<file path="config.mk">
export PLATFORM = sky130hd
export DESIGN_NAME = pgpio_ctrl
export DESIGN_NICKNAME = d
export VERILOG_FILES = /design/src/rtl/pgpio_pkg.sv /design/src/rtl/pgpio_sync.sv /design/src/rtl/pgpio_pin.sv /design/src/rtl/pgpio_irq.sv /design/src/rtl/pgpio_ctrl.sv
export SDC_FILE = /design/constraint.sdc
export NUM_CORES = 1
export LEC_CHECK = 0
export BUFFER_PORTS_ARGS = -buffer_cell sky130_fd_sc_hd__buf_2
export CAP_MARGIN = 5
export CELL_PAD_IN_SITES_DETAIL_PLACEMENT = 0
export CELL_PAD_IN_SITES_GLOBAL_PLACEMENT = 1
export CORE_ASPECT_RATIO = 1.2
export CORE_MARGIN = 3
export CORE_UTILIZATION = 30
export CTS_CLUSTER_SIZE = 16
export DETAILED_ROUTE_END_ITERATION = 8
export GPL_TIMING_DRIVEN = 0
export HOLD_SLACK_MARGIN = 0.06
export PLACE_DENSITY_LB_ADDON = 0.1
export SLEW_MARGIN = 20
export SYNTH_ARGS = -nofsm -noshare
export SYNTH_HDL_FRONTEND = slang
export SYNTH_SLANG_ARGS = --single-unit
</file>
<file path="constraint.sdc">
create_clock -name clk -period 3.9 [get_ports clk]
set_input_delay 0.39 -clock clk [delete_from_list [all_inputs] [get_ports clk]]
set_output_delay 0.39 -clock clk [all_outputs]
set_load 0.02 [all_outputs]
</file>
<file path="src/rtl/pgpio_pkg.sv">
package pgpio_pkg;

    typedef enum logic [1:0] {
        EDGE_OFF  = 2'd0,
        EDGE_FALL = 2'd1,
        EDGE_RISE = 2'd2,
        EDGE_BOTH = 2'd3
    } edge_mode_e;

    typedef struct packed {
        logic [1:0] rsvd;
        logic       dir_out;
        logic       push_pull;
        logic       res_en;
        logic [1:0] pull;
        logic       level;
    } padctl_t;

    function automatic logic edge_hit(edge_mode_e mode, logic prev, logic cur);
        logic hit;
        case (mode)
            EDGE_FALL: hit = prev & ~cur;
            EDGE_RISE: hit = ~prev & cur;
            EDGE_BOTH: hit = prev ^ cur;
            default:   hit = 1'b0;
        endcase
        return hit;
    endfunction

endpackage

</file>
<file path="src/rtl/pgpio_sync.sv">
module pgpio_sync #(
    parameter int W = 13
) (
    input  logic         clk,
    input  logic         rst,
    input  logic [W-1:0] d,
    output logic [W-1:0] q
);
    logic [W-1:0] meta_q;

    always_ff @(posedge clk) begin
        if (rst) begin
            meta_q <= '0;
            q      <= '0;
        end else begin
            meta_q <= d;
            q      <= meta_q;
        end
    end
endmodule

</file>
<file path="src/rtl/pgpio_pin.sv">
module pgpio_pin
    import pgpio_pkg::*;
(
    input  logic       clk,
    input  logic       rst,
    input  logic       pad_we,
    input  logic       sense_we,
    input  logic [5:0] pad_wd,
    input  logic [1:0] mode_wd,
    input  logic       lvl,
    output padctl_t    pad_q,
    output edge_mode_e mode_q,
    output logic       evt,
    output logic       pad_out,
    output logic       pad_oe,
    output logic       pull_en,
    output logic [1:0] pull_sel
);
    logic prev_q;

    always_ff @(posedge clk) begin
        if (rst) begin
            pad_q  <= '0;
            mode_q <= EDGE_OFF;
            prev_q <= 1'b0;
        end else begin
            prev_q <= lvl;
            if (pad_we)
                pad_q <= padctl_t'({2'b00, pad_wd});
            if (sense_we)
                mode_q <= edge_mode_e'(mode_wd);
        end
    end

    assign evt = edge_hit(mode_q, prev_q, lvl);

    always_comb begin
        if (pad_q.push_pull) begin
            pad_oe  = pad_q.dir_out;
            pad_out = pad_q.level;
        end else begin
            pad_oe  = pad_q.dir_out & ~pad_q.level;
            pad_out = 1'b0;
        end
    end

    assign pull_en  = pad_q.res_en;
    assign pull_sel = pad_q.pull;
endmodule

</file>
<file path="src/rtl/pgpio_irq.sv">
module pgpio_irq #(
    parameter int NUM_PINS  = 13,
    parameter int GRP0_PINS = 7
) (
    input  logic                clk,
    input  logic                rst,
    input  logic [NUM_PINS-1:0] evt,
    input  logic                stat0_we,
    input  logic                stat1_we,
    input  logic                mask0_we,
    input  logic                mask1_we,
    input  logic [7:0]          wdata,
    output logic [NUM_PINS-1:0] stat_q,
    output logic [NUM_PINS-1:0] mask_q,
    output logic                irq
);
    localparam logic [NUM_PINS-1:0] G0_SEL = NUM_PINS'((1 << GRP0_PINS) - 1);
    localparam logic [NUM_PINS-1:0] G1_SEL = ~G0_SEL;

    logic [NUM_PINS-1:0] wd_g0, wd_g1, clr, mask_d;

    assign wd_g0 = NUM_PINS'(wdata) & G0_SEL;
    assign wd_g1 = (NUM_PINS'(wdata) << GRP0_PINS) & G1_SEL;

    always_comb begin
        clr = '0;
        if (stat0_we) clr = clr | wd_g0;
        if (stat1_we) clr = clr | wd_g1;
        mask_d = mask_q;
        if (mask0_we) mask_d = (mask_d & ~G0_SEL) | wd_g0;
        if (mask1_we) mask_d = (mask_d & ~G1_SEL) | wd_g1;
    end

    always_ff @(posedge clk) begin
        if (rst) begin
            stat_q <= '0;
            mask_q <= '1;
        end else begin
            stat_q <= (stat_q & ~clr) | evt;
            mask_q <= mask_d;
        end
    end

    assign irq = |(stat_q & ~mask_q);
endmodule

</file>
<file path="src/rtl/pgpio_ctrl.sv">
module pgpio_ctrl
    import pgpio_pkg::*;
#(
    parameter int NUM_PINS  = 13,
    parameter int GRP0_PINS = 7,
    parameter int ADDR_W    = 6
) (
    input  logic                  clk,
    input  logic                  rst,
    input  logic                  bus_wr,
    input  logic                  bus_rd,
    input  logic [ADDR_W-1:0]     bus_addr,
    input  logic [7:0]            bus_wdata,
    output logic [7:0]            bus_rdata,
    input  logic [NUM_PINS-1:0]   pin_in,
    output logic [NUM_PINS-1:0]   pin_out,
    output logic [NUM_PINS-1:0]   pin_oe,
    output logic [NUM_PINS-1:0]   pin_pull_en,
    output logic [2*NUM_PINS-1:0] pin_pull_sel,
    output logic                  irq
);
    localparam int PAD_BASE   = 0;
    localparam int SENSE_BASE = PAD_BASE + NUM_PINS;
    localparam int STAT_BASE  = SENSE_BASE + NUM_PINS;
    localparam int MASK_BASE  = STAT_BASE + 2;

    logic [NUM_PINS-1:0] lvl;
    logic [NUM_PINS-1:0] evt;
    logic [NUM_PINS-1:0] dir_vec;
    logic [NUM_PINS-1:0] stat_q, mask_q;
    padctl_t             pad_v  [NUM_PINS];
    edge_mode_e          mode_v [NUM_PINS];
    logic [7:0]          rd_mux;

    pgpio_sync #(.W(NUM_PINS)) u_sync (
        .clk (clk),
        .rst (rst),
        .d   (pin_in),
        .q   (lvl)
    );

    for (genvar p = 0; p < NUM_PINS; p++) begin : g_pin
        logic pad_we, sense_we;
        assign pad_we   = bus_wr && (bus_addr == ADDR_W'(PAD_BASE + p));
        assign sense_we = bus_wr && (bus_addr == ADDR_W'(SENSE_BASE + p));

        pgpio_pin u_pin (
            .clk      (clk),
            .rst      (rst),
            .pad_we   (pad_we),
            .sense_we (sense_we),
            .pad_wd   (bus_wdata[5:0]),
            .mode_wd  (bus_wdata[2:1]),
            .lvl      (lvl[p]),
            .pad_q    (pad_v[p]),
            .mode_q   (mode_v[p]),
            .evt      (evt[p]),
            .pad_out  (pin_out[p]),
            .pad_oe   (pin_oe[p]),
            .pull_en  (pin_pull_en[p]),
            .pull_sel (pin_pull_sel[2*p +: 2])
        );
        assign dir_vec[p] = pad_v[p].dir_out;
    end

    pgpio_irq #(.NUM_PINS(NUM_PINS), .GRP0_PINS(GRP0_PINS)) u_irq (
        .clk      (clk),
        .rst      (rst),
        .evt      (evt),
        .stat0_we (bus_wr && (bus_addr == ADDR_W'(STAT_BASE))),
        .stat1_we (bus_wr && (bus_addr == ADDR_W'(STAT_BASE + 1))),
        .mask0_we (bus_wr && (bus_addr == ADDR_W'(MASK_BASE))),
        .mask1_we (bus_wr && (bus_addr == ADDR_W'(MASK_BASE + 1))),
        .wdata    (bus_wdata),
        .stat_q   (stat_q),
        .mask_q   (mask_q),
        .irq      (irq)
    );

    always_comb begin
        rd_mux = '0;
        for (int p = 0; p < NUM_PINS; p++) begin
            if (bus_addr == ADDR_W'(PAD_BASE + p))
                rd_mux = pad_v[p];
            if (bus_addr == ADDR_W'(SENSE_BASE + p))
                rd_mux = {5'b0, mode_v[p], lvl[p]};
        end
        if (bus_addr == ADDR_W'(STAT_BASE))
            rd_mux = 8'(stat_q[GRP0_PINS-1:0]);
        if (bus_addr == ADDR_W'(STAT_BASE + 1))
            rd_mux = 8'(stat_q[NUM_PINS-1:GRP0_PINS]);
        if (bus_addr == ADDR_W'(MASK_BASE))
            rd_mux = 8'(mask_q[GRP0_PINS-1:0]);
        if (bus_addr == ADDR_W'(MASK_BASE + 1))
            rd_mux = 8'(mask_q[NUM_PINS-1:GRP0_PINS]);
    end

    always_ff @(posedge clk) begin
        if (rst)
            bus_rdata <= '0;
        else if (bus_rd)
            bus_rdata <= rd_mux;
    end
endmodule

</file>
==> results.json <==
{
  "nNetsFinal": 1335,
  "drt_iter0_drc": 880,
  "grt_overflow_total": 0,
  "rsz0062_at_grt": "false",
  "ys_types": 71,
  "holdPathStages": 2,
  "diodes": 0,
  "holdPathEnd": "u_sync.meta_q[5]$_SDFF_PP0_",
  "timing.fmax_mhz": 322,
  "r2r-end": "bus_rdata[1]$_SDFFE_PP0P_",
  "start_kind": "primary input",
  "vias": 8934,
  "ff2ff_path_depth": 5,
  "outcome": "finished, final reports clean",
  "crit_type": "primary input to register",
  "slew_violations": 0,
  "cap_violations": 0,
  "area_growth_pct": 16.7,
  "hold_class": "primary input to register",
  "htreeDepth": 4,
  "synth.net_count": 1218,
  "clk_root_buffer_cell": "clkbuf_16",
  "core_area_sq_um": 30600,
  "first_pass_iters": 7,
  "avgRoutedWirePerCell_um": 23.5,
  "worst_slack_ps": 792,
  "arrival_ps": 3400,
  "die_w_um": 167,
  "end_kind": "register",
  "routed_via_density": 5.30,
  "synth_flop_cell": "dfxtp_1",
  "hold_violations": 0,
  "yosysWarnings": 0,
  "fp.dieH_um": 199,
  "io_pins": 105,
  "final_cell_mix": "dfxtp_1, nand2_1, nor2_1, buf_2, a21oi_1",
  "postLayoutCoreUtil": 0.355,
  "cts_sinks": 176,
  "r2r-start": "g_pin[4].u_pin.mode_q[0]$_SDFFE_PP0P_",
  "fillCellCount": 3336,
  "vdd.ir_drop.worst_mv": 0.199,
  "dpl.cell_count": 1655,
  "synth_edf_count": 0,
  "setup_tns_ps": 0,
  "detail-route-antenna-nets": 0,
  "path_max_fanout": 10,
  "drive_above_1_share": 0.176,
  "rows": 70,
  "fin_cells": 1687,
  "hold_slack_ps": 138,
  "cts_hold_buf": 0,
  "postSynthCellCount": 1161,
  "grt_usage": 0.237,
  "tightest_slew_ps": 961,
  "gp_congestion": 0.957,
  "syn_area_per_cell_sq_um": 8.02,
  "ctsResizeCount": 0,
  "cts_tree": "built",
  "wl_um": 39600,
  "powerDensity_nw_per_um2": 356,
  "cts_made_buffers": 17,
  "grt_pass1_vias": 8445,
  "syn_area_sq_um": 9310,
  "fin_crit_sh": 0.797,
  "period_needed_ps": 3110,
  "grt_max_degree": 18,
  "clk_pin_slew_worst_paths_ps": 80,
  "min_from": "pin_in[5]",
  "pre_cts_ws_ps": 422,
  "start_util": 0.305,
  "setup_viol": 0,
  "p_leak_nw": 4.42,
  "fin_skew_ps": 11.0,
  "dieArea_sq_um": 33200,
  "cp.required_ps": 4200,
  "numPortBuffers": 97,
  "startpoint": "bus_addr[1]",
  "ys_seq_elements": 176,
  "drc": 0,
  "clk_path_buf_depth": 2,
  "layout_commonest_cell": "dfxtp_1",
  "dp_hpwl_um": 30300,
  "synth_async_sr_flop_share": 0,
  "grt_pass1_wl_um": 58000,
  "antenna_found_initial": 0,
  "max_slew_margin": 0.343,
  "reg2reg_setup_slack_ps": 1060,
  "clock_latency_ps": 450,
  "cts_setup_buffers": 0,
  "seq_area_frac_synth": 0.379
}
## registers in the layout, summed over array words and instances (netlist names), 13 cells and up
name	flops
u_irq.stat_q	13
g_pin.u_pin.prev_q	13
g_pin.u_pin.mode_q	26
u_sync.q	13
g_pin.u_pin.pull_en	13
g_pin.u_pin.pad_q	39
u_sync.meta_q	13
g_pin.u_pin.pull_sel	26
u_irq.mask_q	13
## cells by family (layout without fill, tap and decap cells)
| logic type | count (synthesis) | after routing | synth area share |
|---|---|---|---|
| AO/OA/AOI/OAI | 302 | 302 | 0.213 |
| adder cells (fa/ha/maj) | 26 | 26 | 0.0350 |
| buffers and inverters | 218 | 348 | 0.117 |
| flip-flops | 176 | 176 | 0.379 |
| multiplexers | 55 | 55 | 0.0593 |
| other | 1 | 1 | 0.000403 |
| AND/OR/NAND/NOR | 383 | 383 | 0.197 |
## worst max-delay path: stages
cell and delay, ps:
buf_2 120, buf_2 180, nor2b_1 190, buf_2 230
a32o_1 310, a2111oi_0 840, o2111ai_1 350, a2111oi_0 630
o22ai_1 150
## through the flow
step                total power, mW  cell area, sq um
finish                         3.87             10900
global route                   4.00             10900
CTS                            3.90             10900
detailed placement             2.21             10300
global placement               2.21             10300
floorplan                      2.06              9310
## synth_stat cells, types with 16 or more instances
library cell / number / area share
nand3_1: 30 / 0.016
nor2b_1: 34 / 0.023
mux2i_1: 54 / 0.058
ha_1: 26 / 0.035
o21ai_0: 77 / 0.041
clkbuf_1: 60 / 0.024
nand2_1: 122 / 0.049
buf_2: 16 / 0.0086
nor2_1: 120 / 0.048
inv_1: 65 / 0.026
buf_4: 68 / 0.055
and3_1: 18 / 0.012
a21oi_1: 83 / 0.045
dfxtp_1: 176 / 0.38
## worst max path at each step
stage                                      to  slack [ps]  depth (start not counted)
floorplan           bus_rdata[2]$_SDFFE_PP0P_        1780                          6
global placement    bus_rdata[4]$_SDFFE_PP0P_          10                          8
detailed placement  bus_rdata[1]$_SDFFE_PP0P_         420                          9
CTS                 bus_rdata[1]$_SDFFE_PP0P_         880                          9
global route        bus_rdata[1]$_SDFFE_PP0P_         870                          9
finish              bus_rdata[1]$_SDFFE_PP0P_         790                          9
## power breakdown
part | switching, mW | internal, mW
sequential | 0.0210 | 1.82
combinational | 0.245 | 0.0869
clock | 0.838 | 0.856
total | 1.10 | 2.76
## routing by layer
layer | routed length (um) | track usage
met1 | 16900 | 0.299
met2 | 19400 | 0.415
met3 | 2130 | 0.0386
met4 | 1220 | 0.0782
met5 | 0 | 0
## cell type report
cell class	instances	area, sq um	share of cell area
multi-input combinational	767	4690	0.432
sequential	176	3520	0.324
buffer	153	850	0.0782
inverter	65	244	0.0225
tap	396	495	0.0456
timing repair buffer	98	495	0.0456
clock buffer	18	439	0.0404
clock inverter	14	121	0.0112
Note: power is estimated with default switching activity, not from simulation.
